File: src/rtl/led_step_counter_pkg.sv
package led_step_counter_pkg;
  typedef enum logic [1:0] {
    STEP_HOLD = 2'd0,
    STEP_INC  = 2'd1,
    STEP_DEC  = 2'd2
  } step_e;
endpackage

File: src/rtl/btn_sync.sv
module btn_sync #(
  parameter int unsigned STAGES = 2
) (
  input  logic clk_i,
  input  logic rst_ni,
  input  logic d_i,
  output logic q_o
);
  logic [STAGES-1:0] ff_q;

  generate
    if (STAGES == 1) begin : g_single
      always_ff @(posedge clk_i or negedge rst_ni) begin
        if (!rst_ni) ff_q <= '0;
        else         ff_q <= d_i;
      end
    end else begin : g_chain
      always_ff @(posedge clk_i or negedge rst_ni) begin
        if (!rst_ni) ff_q <= '0;
        else         ff_q <= {ff_q[STAGES-2:0], d_i};
      end

      // second stage follows the first one edge later
      p_sync_shift_r9: assert property (@(posedge clk_i) disable iff (!rst_ni)
        ff_q[1] == $past(ff_q[0]));
    end
  endgenerate

  assign q_o = ff_q[STAGES-1];
endmodule

File: src/rtl/tick_gen.sv
module tick_gen #(
  parameter int unsigned TICK_DIV = 100_000_000
) (
  input  logic clk_i,
  input  logic rst_ni,
  output logic tick_o
);
  localparam int unsigned PRE_W = (TICK_DIV > 1) ? $clog2(TICK_DIV) : 1;
  localparam logic [PRE_W-1:0] LAST = PRE_W'(TICK_DIV - 1);

  logic [PRE_W-1:0] pre_q;

  always_ff @(posedge clk_i or negedge rst_ni) begin
    if (!rst_ni)           pre_q <= '0;
    else if (pre_q == LAST) pre_q <= '0;
    else                   pre_q <= pre_q + 1'b1;
  end

  assign tick_o = (pre_q == LAST);

  p_pre_range_r2: assert property (@(posedge clk_i) disable iff (!rst_ni)
    pre_q <= LAST);

  generate
    if (TICK_DIV > 1) begin : g_gap
      p_tick_single_r2: assert property (@(posedge clk_i) disable iff (!rst_ni)
        tick_o |=> !tick_o);
    end
  endgenerate
endmodule

File: src/rtl/step_select.sv
module step_select
  import led_step_counter_pkg::*;
(
  input  logic  up_i,
  input  logic  dn_i,
  output step_e step_o
);
  always_comb begin
    unique case ({up_i, dn_i})
      2'b10:   step_o = STEP_INC;
      2'b01:   step_o = STEP_DEC;
      default: step_o = STEP_HOLD;
    endcase
  end
endmodule

File: src/rtl/count_core.sv
module count_core
  import led_step_counter_pkg::*;
#(
  parameter int unsigned CNT_W = 4
) (
  input  logic             clk_i,
  input  logic             rst_ni,
  input  logic             tick_i,
  input  step_e            step_i,
  output logic [CNT_W-1:0] cnt_o
);
  logic [CNT_W-1:0] cnt_q, cnt_d;

  always_comb begin
    cnt_d = cnt_q;
    if (tick_i) begin
      unique case (step_i)
        STEP_INC: cnt_d = cnt_q + 1'b1;
        STEP_DEC: cnt_d = cnt_q - 1'b1;
        default:  cnt_d = cnt_q;
      endcase
    end
  end

  always_ff @(posedge clk_i or negedge rst_ni) begin
    if (!rst_ni) cnt_q <= '0;
    else         cnt_q <= cnt_d;
  end

  assign cnt_o = cnt_q;

  p_still_no_tick_r2: assert property (@(posedge clk_i) disable iff (!rst_ni)
    !tick_i |=> $stable(cnt_q));
  p_inc_wrap_r3: assert property (@(posedge clk_i) disable iff (!rst_ni)
    (tick_i && step_i == STEP_INC) |=> cnt_q == CNT_W'($past(cnt_q) + 1'b1));
  p_dec_wrap_r4: assert property (@(posedge clk_i) disable iff (!rst_ni)
    (tick_i && step_i == STEP_DEC) |=> cnt_q == CNT_W'($past(cnt_q) - 1'b1));
  p_hold_r5: assert property (@(posedge clk_i) disable iff (!rst_ni)
    (tick_i && step_i == STEP_HOLD) |=> $stable(cnt_q));
endmodule

File: src/rtl/led_step_counter.sv
module led_step_counter
  import led_step_counter_pkg::*;
#(
  parameter int unsigned TICK_DIV    = 100_000_000,
  parameter int unsigned CNT_W       = 4,
  parameter int unsigned SYNC_STAGES = 2
) (
  input  logic             clk_i,
  input  logic             rst_ni,
  input  logic             btn_up_i,
  input  logic             btn_dn_i,
  output logic [CNT_W-1:0] led_o
);
  localparam int unsigned NUM_BTN = 2;

  logic [NUM_BTN-1:0] btn_raw, btn_s;
  logic               tick;
  step_e              step;
  logic [CNT_W-1:0]   cnt;

  assign btn_raw = {btn_dn_i, btn_up_i};

  generate
    for (genvar b = 0; b < NUM_BTN; b++) begin : g_sync
      btn_sync #(.STAGES(SYNC_STAGES)) u_sync (
        .clk_i (clk_i),
        .rst_ni(rst_ni),
        .d_i   (btn_raw[b]),
        .q_o   (btn_s[b])
      );
    end
  endgenerate

  tick_gen #(.TICK_DIV(TICK_DIV)) u_tick (
    .clk_i (clk_i),
    .rst_ni(rst_ni),
    .tick_o(tick)
  );

  step_select u_sel (
    .up_i  (btn_s[0]),
    .dn_i  (btn_s[1]),
    .step_o(step)
  );

  count_core #(.CNT_W(CNT_W)) u_core (
    .clk_i (clk_i),
    .rst_ni(rst_ni),
    .tick_i(tick),
    .step_i(step),
    .cnt_o (cnt)
  );

  assign led_o = cnt;

  // both synchronised buttons pressed means no step
  p_both_hold_r6: assert property (@(posedge clk_i) disable iff (!rst_ni)
    (tick && btn_s[0] && btn_s[1]) |=> $stable(led_o));
endmodule

File: config.mk
export PLATFORM = sky130hd
export DESIGN_NAME = led_step_counter
export DESIGN_NICKNAME = d
export VERILOG_FILES = /design/src/rtl/led_step_counter_pkg.sv /design/src/rtl/btn_sync.sv /design/src/rtl/tick_gen.sv /design/src/rtl/step_select.sv /design/src/rtl/count_core.sv /design/src/rtl/led_step_counter.sv
export SDC_FILE = /design/constraint.sdc
export NUM_CORES = 1
export LEC_CHECK = 0
export BUFFER_PORTS_ARGS = -buffer_cell sky130_fd_sc_hd__buf_2
export CORE_ASPECT_RATIO = 1.5
export CORE_MARGIN = 8
export CORE_UTILIZATION = 37
export CTS_CLUSTER_SIZE = 12
export DETAILED_ROUTE_END_ITERATION = 16
export GPL_TIMING_DRIVEN = 0
export MAX_ROUTING_LAYER = met4
export PLACE_DENSITY = 0.6
export SLEW_MARGIN = 15
export SYNTH_ARGS = -nofsm -noshare
export SYNTH_HDL_FRONTEND = slang
export SYNTH_SLANG_ARGS = --single-unit
File: constraint.sdc
create_clock -name clk_i -period 3.93 [get_ports clk_i]
set_input_delay 0.393 -clock clk_i [delete_from_list [all_inputs] [get_ports clk_i]]
set_output_delay 0.393 -clock clk_i [all_outputs]
set_load 0.02 [all_outputs]
# Word level (Yosys, flattened, before mapping)
# Cells that the tools add are included.
# word_totals
ff_bits	35
in_bits	4
# op_classes
reduce_logical	2
n_eq_ne	5
n_addsub	3
mux	3
# ops
op	count
$add A27 B1 Y27 const B	1
$eq A27 B27 Y1 const B	1
$mux W27	1
$pmux W4 S2	1
$add A4 B1 Y4 const B	1
$eq A2 B1 Y1 const B	2
$eq A2 B2 Y1 const B	2
$pmux W2 S2	1
$sub A4 B1 Y4 const B	1
$reduce_and A2 Y1	1
$reduce_bool A2 Y1	1

# Longest topological paths before layout
# logic_depth
word_depth	5
ltp_mapped	8

# By module
# From an unflattened synthesis, not the netlist that was laid out.
# hier_totals
cells_unflattened	167
area_unflattened_um2	1711.6
# by_module_without_submodules
mod	area_per_inst_um2	seq_area_each_um2	n_inst	cells_each
tick_gen	1332.5	675.6	1	134
count_core	264.0	100.1	1	27
btn_sync	50.0	50.0	2	2
step_select	15.0	0.0	1	2

# Least setup slack after synthesis
# OpenSTA, ideal clock, no wires.
# synth_path
path_kind	flip-flop to flip-flop
startpoint	register u_tick.pre_q[0]
endpoint	register u_core.cnt_q[1], in the netlist u_core.cnt_o[1]
t_arrival_ns	1.621
path_buffers	1
period_less_slack_ns	1.746
setup_time_ns	0.125
stages_incl_launch_ff	7
setup_slack_ns	2.184
path_cell_list	dfrtp_1 ha_1 and3_1 buf_2 nand2_1 nor4_2 mux2_2
# synth_between
elab_chain_cells	2
# synth_lines
item	line	rtl
start, declared	tick_gen.sv:11	logic [PRE_W-1:0] pre_q;
start signal, assigned	tick_gen.sv:16	else pre_q <= pre_q + 1'b1;
$eq A27 B27 Y1	tick_gen.sv:19	assign tick_o = (pre_q == LAST);
$reduce_and A2 Y1 (no line)	--	
end signal, assigned	count_core.sv:27	else cnt_q <= cnt_d;
end, declared	count_core.sv:12	logic [CNT_W-1:0] cnt_q, cnt_d;
# No other way between the ends.
# A chain may end at the register's enable or synchronous reset.

# Worst setup path after layout
# layout_path
startpoint	register u_tick.pre_q[0]
endpoint	register u_tick.pre_q[16]
# layout_between
elab_chain_cells	2
# layout_lines
item	line	rtl
$add A27 B1 Y27 / $eq A27 B27 Y1 (equally long branches)	tick_gen.sv:16, tick_gen.sv:15	
$mux W27 (*)	tick_gen.sv:15	else if (pre_q == LAST) pre_q <= '0;
# Every way passes the cells marked *; elsewhere a longest branch is shown, timed or not.

==> results.yml <==
outcome:
  result_of_the_run: "finished, final reports clean"
timing:
  layout_worst_path_cycle_share_pct: 56.5
  final_critical_path_setup_slack_ns: 1.71
  finClkSkew_ns: 0.0119
  period_needed_ns: 2.22
  finalSetupViolCount: 0
  worstMarginPinSlew_ns: 0.767
  final_max_slew_viol_count: 0
  timing.fmax_mhz: 450
  fin_tns_setup_ns: 0
  report.final.hold_viol_count: 0
  rsz0062_at_grt: "false"
  relSlewSlack_pct: 48.9
worst_setup_path:
  critical_path_arrival_ns: 2.39
  path_max_fanout: 10
  end_kind: "flop"
  critical_path.reg2reg.startpoint: "u_tick.pre_q[0]$_DFF_PN0_"
  reg_to_reg_slack_setup_ns: 1.71
  critical-path-max-stage-delay_ns: 0.51
  timing.setup.critical_path_class: "reg -> reg"
  timing.critical_path.cells: "ha_1 -> and3_1 -> buf_2 -> nand4_1 -> nor2_1 -> buf_4 -> nor2_1"
  ff2ff_path_depth: 7
  r2r_end: "u_tick.pre_q[16]$_DFF_PN0_"
  cp_data_required_time_ns: 4.10
  crit_slowest_cell: "sky130_fd_sc_hd__nor2_1"
  worst_path_most_repeated_cell: "sky130_fd_sc_hd__nor2_1"
  cp-start-kind: "flop"
clock_tree:
  clock-root-buffer: "sky130_fd_sc_hd__clkbuf_8"
  tritoncts: "done"
  cts_buffer_depth: 2
  clock_latency_ns: 0.29
  ctsHtreeMaxLevel: 2
  path_clk_slew_ns: 0.07
  post-cts-setup-buffer-count: 0
  clock_sinks: 35
  holdBufCountCts: 0
  cts_made_buffers: 5
  post_cts_resized: 0
die:
  overall_die_height_um: 100
  initial_core_util_pct: 38.5
  fp.dieArea_mm2: 0.00723
  floorplan.io_pins: 8
  num_rows: 30
  core_area_mm2: 0.00454
  fp.dieW_um: 72.2
hold_path:
  hold_class: "in -> async"
layout:
  layout-area-overhead-vs-synth_pct: 13.3
  layout.area.seq_um2: 876
  layout_cells_sized_above_1_pct: 14.7
  fillCellCount: 440
  diodes: 0
  multi_input_combinational_cell_area_um2: 823
  final_cells: 241
  num-nets-final: 184
synthesis:
  post-synth-top-area-cell: "sky130_fd_sc_hd__dfrtp_1"
  syn_area_mm2: 0.00175
  synth_most_common_cell: "sky130_fd_sc_hd__dfrtp_1"
  synth.net_count: 170
  synth_commonest_cells: "sky130_fd_sc_hd__dfrtp_1, sky130_fd_sc_hd__xor2_1, sky130_fd_sc_hd__nand4_1, sky130_fd_sc_hd__nor2_1, sky130_fd_sc_hd__nand3_1"
  yosys_warnings: 0
  post_synth.cell_area_avg_um2: 10.8
  yosys.area.top_type_share_pct: 50.0
  cells_after_synth: 162
  yosys.cell_types.count: 38
  synth-async-reset-ratio_pct: 100
  synth_seq_area_share_pct: 50.0
  synth_top_cells_by_area: "sky130_fd_sc_hd__dfrtp_1, sky130_fd_sc_hd__xor2_1, sky130_fd_sc_hd__xnor2_1"
  top_flip_flop_cell_by_instance_count_after_synthesis: "sky130_fd_sc_hd__dfrtp_1"
  ys_ff_latch: 35
  synth-edff-count: 0
placement:
  detailedPlacementHpwl_um: 2630
  place.gp.congestion: 0.809
  portBuffers: 7
  placement.setup.worst_slack_ns: 1.74
  number_of_placed_instances_taps_included: 233
power:
  ir_worst_vdd_mv: 0.207
  power_per_unit_of_standard_cell_area_mw_per_mm2: 359
  p_leak_uw: 0.000851
detailed_routing:
  iteration_count_of_the_initial_detailed_routing_pass: 4
  drc: 0
  route.detailed.vias_per_inst: 5.51
  routed_wire_length_per_instance_um: 14.9
  num_vias: 1328
  detail-route-antenna-nets: 0
  drt_iter0_drc: 80
  drt_wl_total_um: 3580
grt:
  first_global_vias: 1371
  grt_max_degree: 36
  number_of_antenna_violations_at_the_first_check_in_global_routing: 0
  gr-total-overflow: 0
  grt_util_all_layers_pct: 11.1
  global_route_wire_length_before_repair_um: 6110
flow_run:
  max_cap_violations: 0
==> metal layers <==
metal | track usage, % | wire length (um)
met1 | 10.5 | 1440
met2 | 18.8 | 1850
met3 | 2.69 | 139
met4 | 8.37 | 142
met5 | - | 0
==> stage by stage <==
step	hold WS, ns	util (%)	power [uW]	cell area, um2
after global placement	0.333	41.1	385	1870
after CTS	0.196	43.7	719	1980
after global routing	0.196	43.7	730	1980
final	0.170	43.7	711	1980
after floorplan	0.0974	-	376	1750
after detailed placement	0.335	41.1	386	1870
==> worst max-delay path by stage <==
stage                              startpoint                     endpoint  slack (ns)  cells after the start
floorplan           u_tick.pre_q[0]$_DFF_PN0_  u_core.cnt_o[1]$_DFFE_PN0P_        2.18                      6
global placement    u_tick.pre_q[0]$_DFF_PN0_   u_tick.pre_q[23]$_DFF_PN0_        1.81                      7
detailed placement  u_tick.pre_q[0]$_DFF_PN0_   u_tick.pre_q[16]$_DFF_PN0_        1.74                      7
CTS                 u_tick.pre_q[0]$_DFF_PN0_   u_tick.pre_q[16]$_DFF_PN0_        1.72                      7
global route        u_tick.pre_q[0]$_DFF_PN0_   u_tick.pre_q[22]$_DFF_PN0_        1.56                      7
finish              u_tick.pre_q[0]$_DFF_PN0_   u_tick.pre_q[16]$_DFF_PN0_        1.71                      7
==> final cells by class <==
type                            instances  area share [%]
Buffer                                  6            1.83
Clock buffer                            6            4.16
Clock inverter                          2            1.77
Inverter                                4           0.757
Multi-Input combinational cell        117            41.5
Sequential cell                        35            44.2
Tap cell                               64            4.04
Timing Repair Buffer                    7            1.77
==> logic make-up (layout without fill, tap and decap cells) <==
kind of cell	Yosys count	after routing	synth area share, %
buffers and inverters	10	25	2.93
DFF	35	35	50.0
AOI/OAI and AO/OA	19	19	7.36
xor gates and xnor gates	22	22	11.0
and+or+nand+nor	71	71	25.2
adders and majority gates	4	4	2.86
muxes	1	1	0.643
==> flip-flops by register name (all words and copies together), names as in the netlist <==
signal              flops
u_core.cnt_o            4
u_tick.pre_q           27
g_sync.u_sync.ff_q      4
==> critical path: cells and delay by family, from the launching register on <==
family,cells,cell delay [ns]
buf+inv,2,0.49
fa+ha+maj,1,0.22
flops,1,0.41
simple gates,4,0.99
==> placed cells by master, fill, tap and decap left out, types with 2 or more instances in the layout <==
master / netlist / layout
sky130_fd_sc_hd__ha_1: 4 / 4
sky130_fd_sc_hd__and4_1: 6 / 6
sky130_fd_sc_hd__clkbuf_8: 0 / 6
sky130_fd_sc_hd__nand4_1: 11 / 11
sky130_fd_sc_hd__xor2_1: 14 / 14
sky130_fd_sc_hd__xnor2_1: 8 / 8
sky130_fd_sc_hd__dfrtp_1: 35 / 35
sky130_fd_sc_hd__nor4_1: 5 / 5
sky130_fd_sc_hd__nor2_1: 11 / 11
sky130_fd_sc_hd__buf_2: 2 / 9
sky130_fd_sc_hd__buf_4: 3 / 3
sky130_fd_sc_hd__nor4bb_1: 2 / 2
sky130_fd_sc_hd__a21oi_1: 8 / 8
sky130_fd_sc_hd__o31ai_1: 4 / 4
sky130_fd_sc_hd__nor3_1: 4 / 4
sky130_fd_sc_hd__nand3_1: 9 / 9
sky130_fd_sc_hd__nand2_1: 7 / 7
sky130_fd_sc_hd__nand2b_1: 2 / 2
sky130_fd_sc_hd__inv_1: 4 / 4
sky130_fd_sc_hd__or4_1: 4 / 4
==> power by group <==
group	internal, uW	total (uW)	switching (uW)
clock	205	333	128
combinational	4.20	15.5	11.3
sequential	362	363	0.619
(Power assumes the default switching activity.)
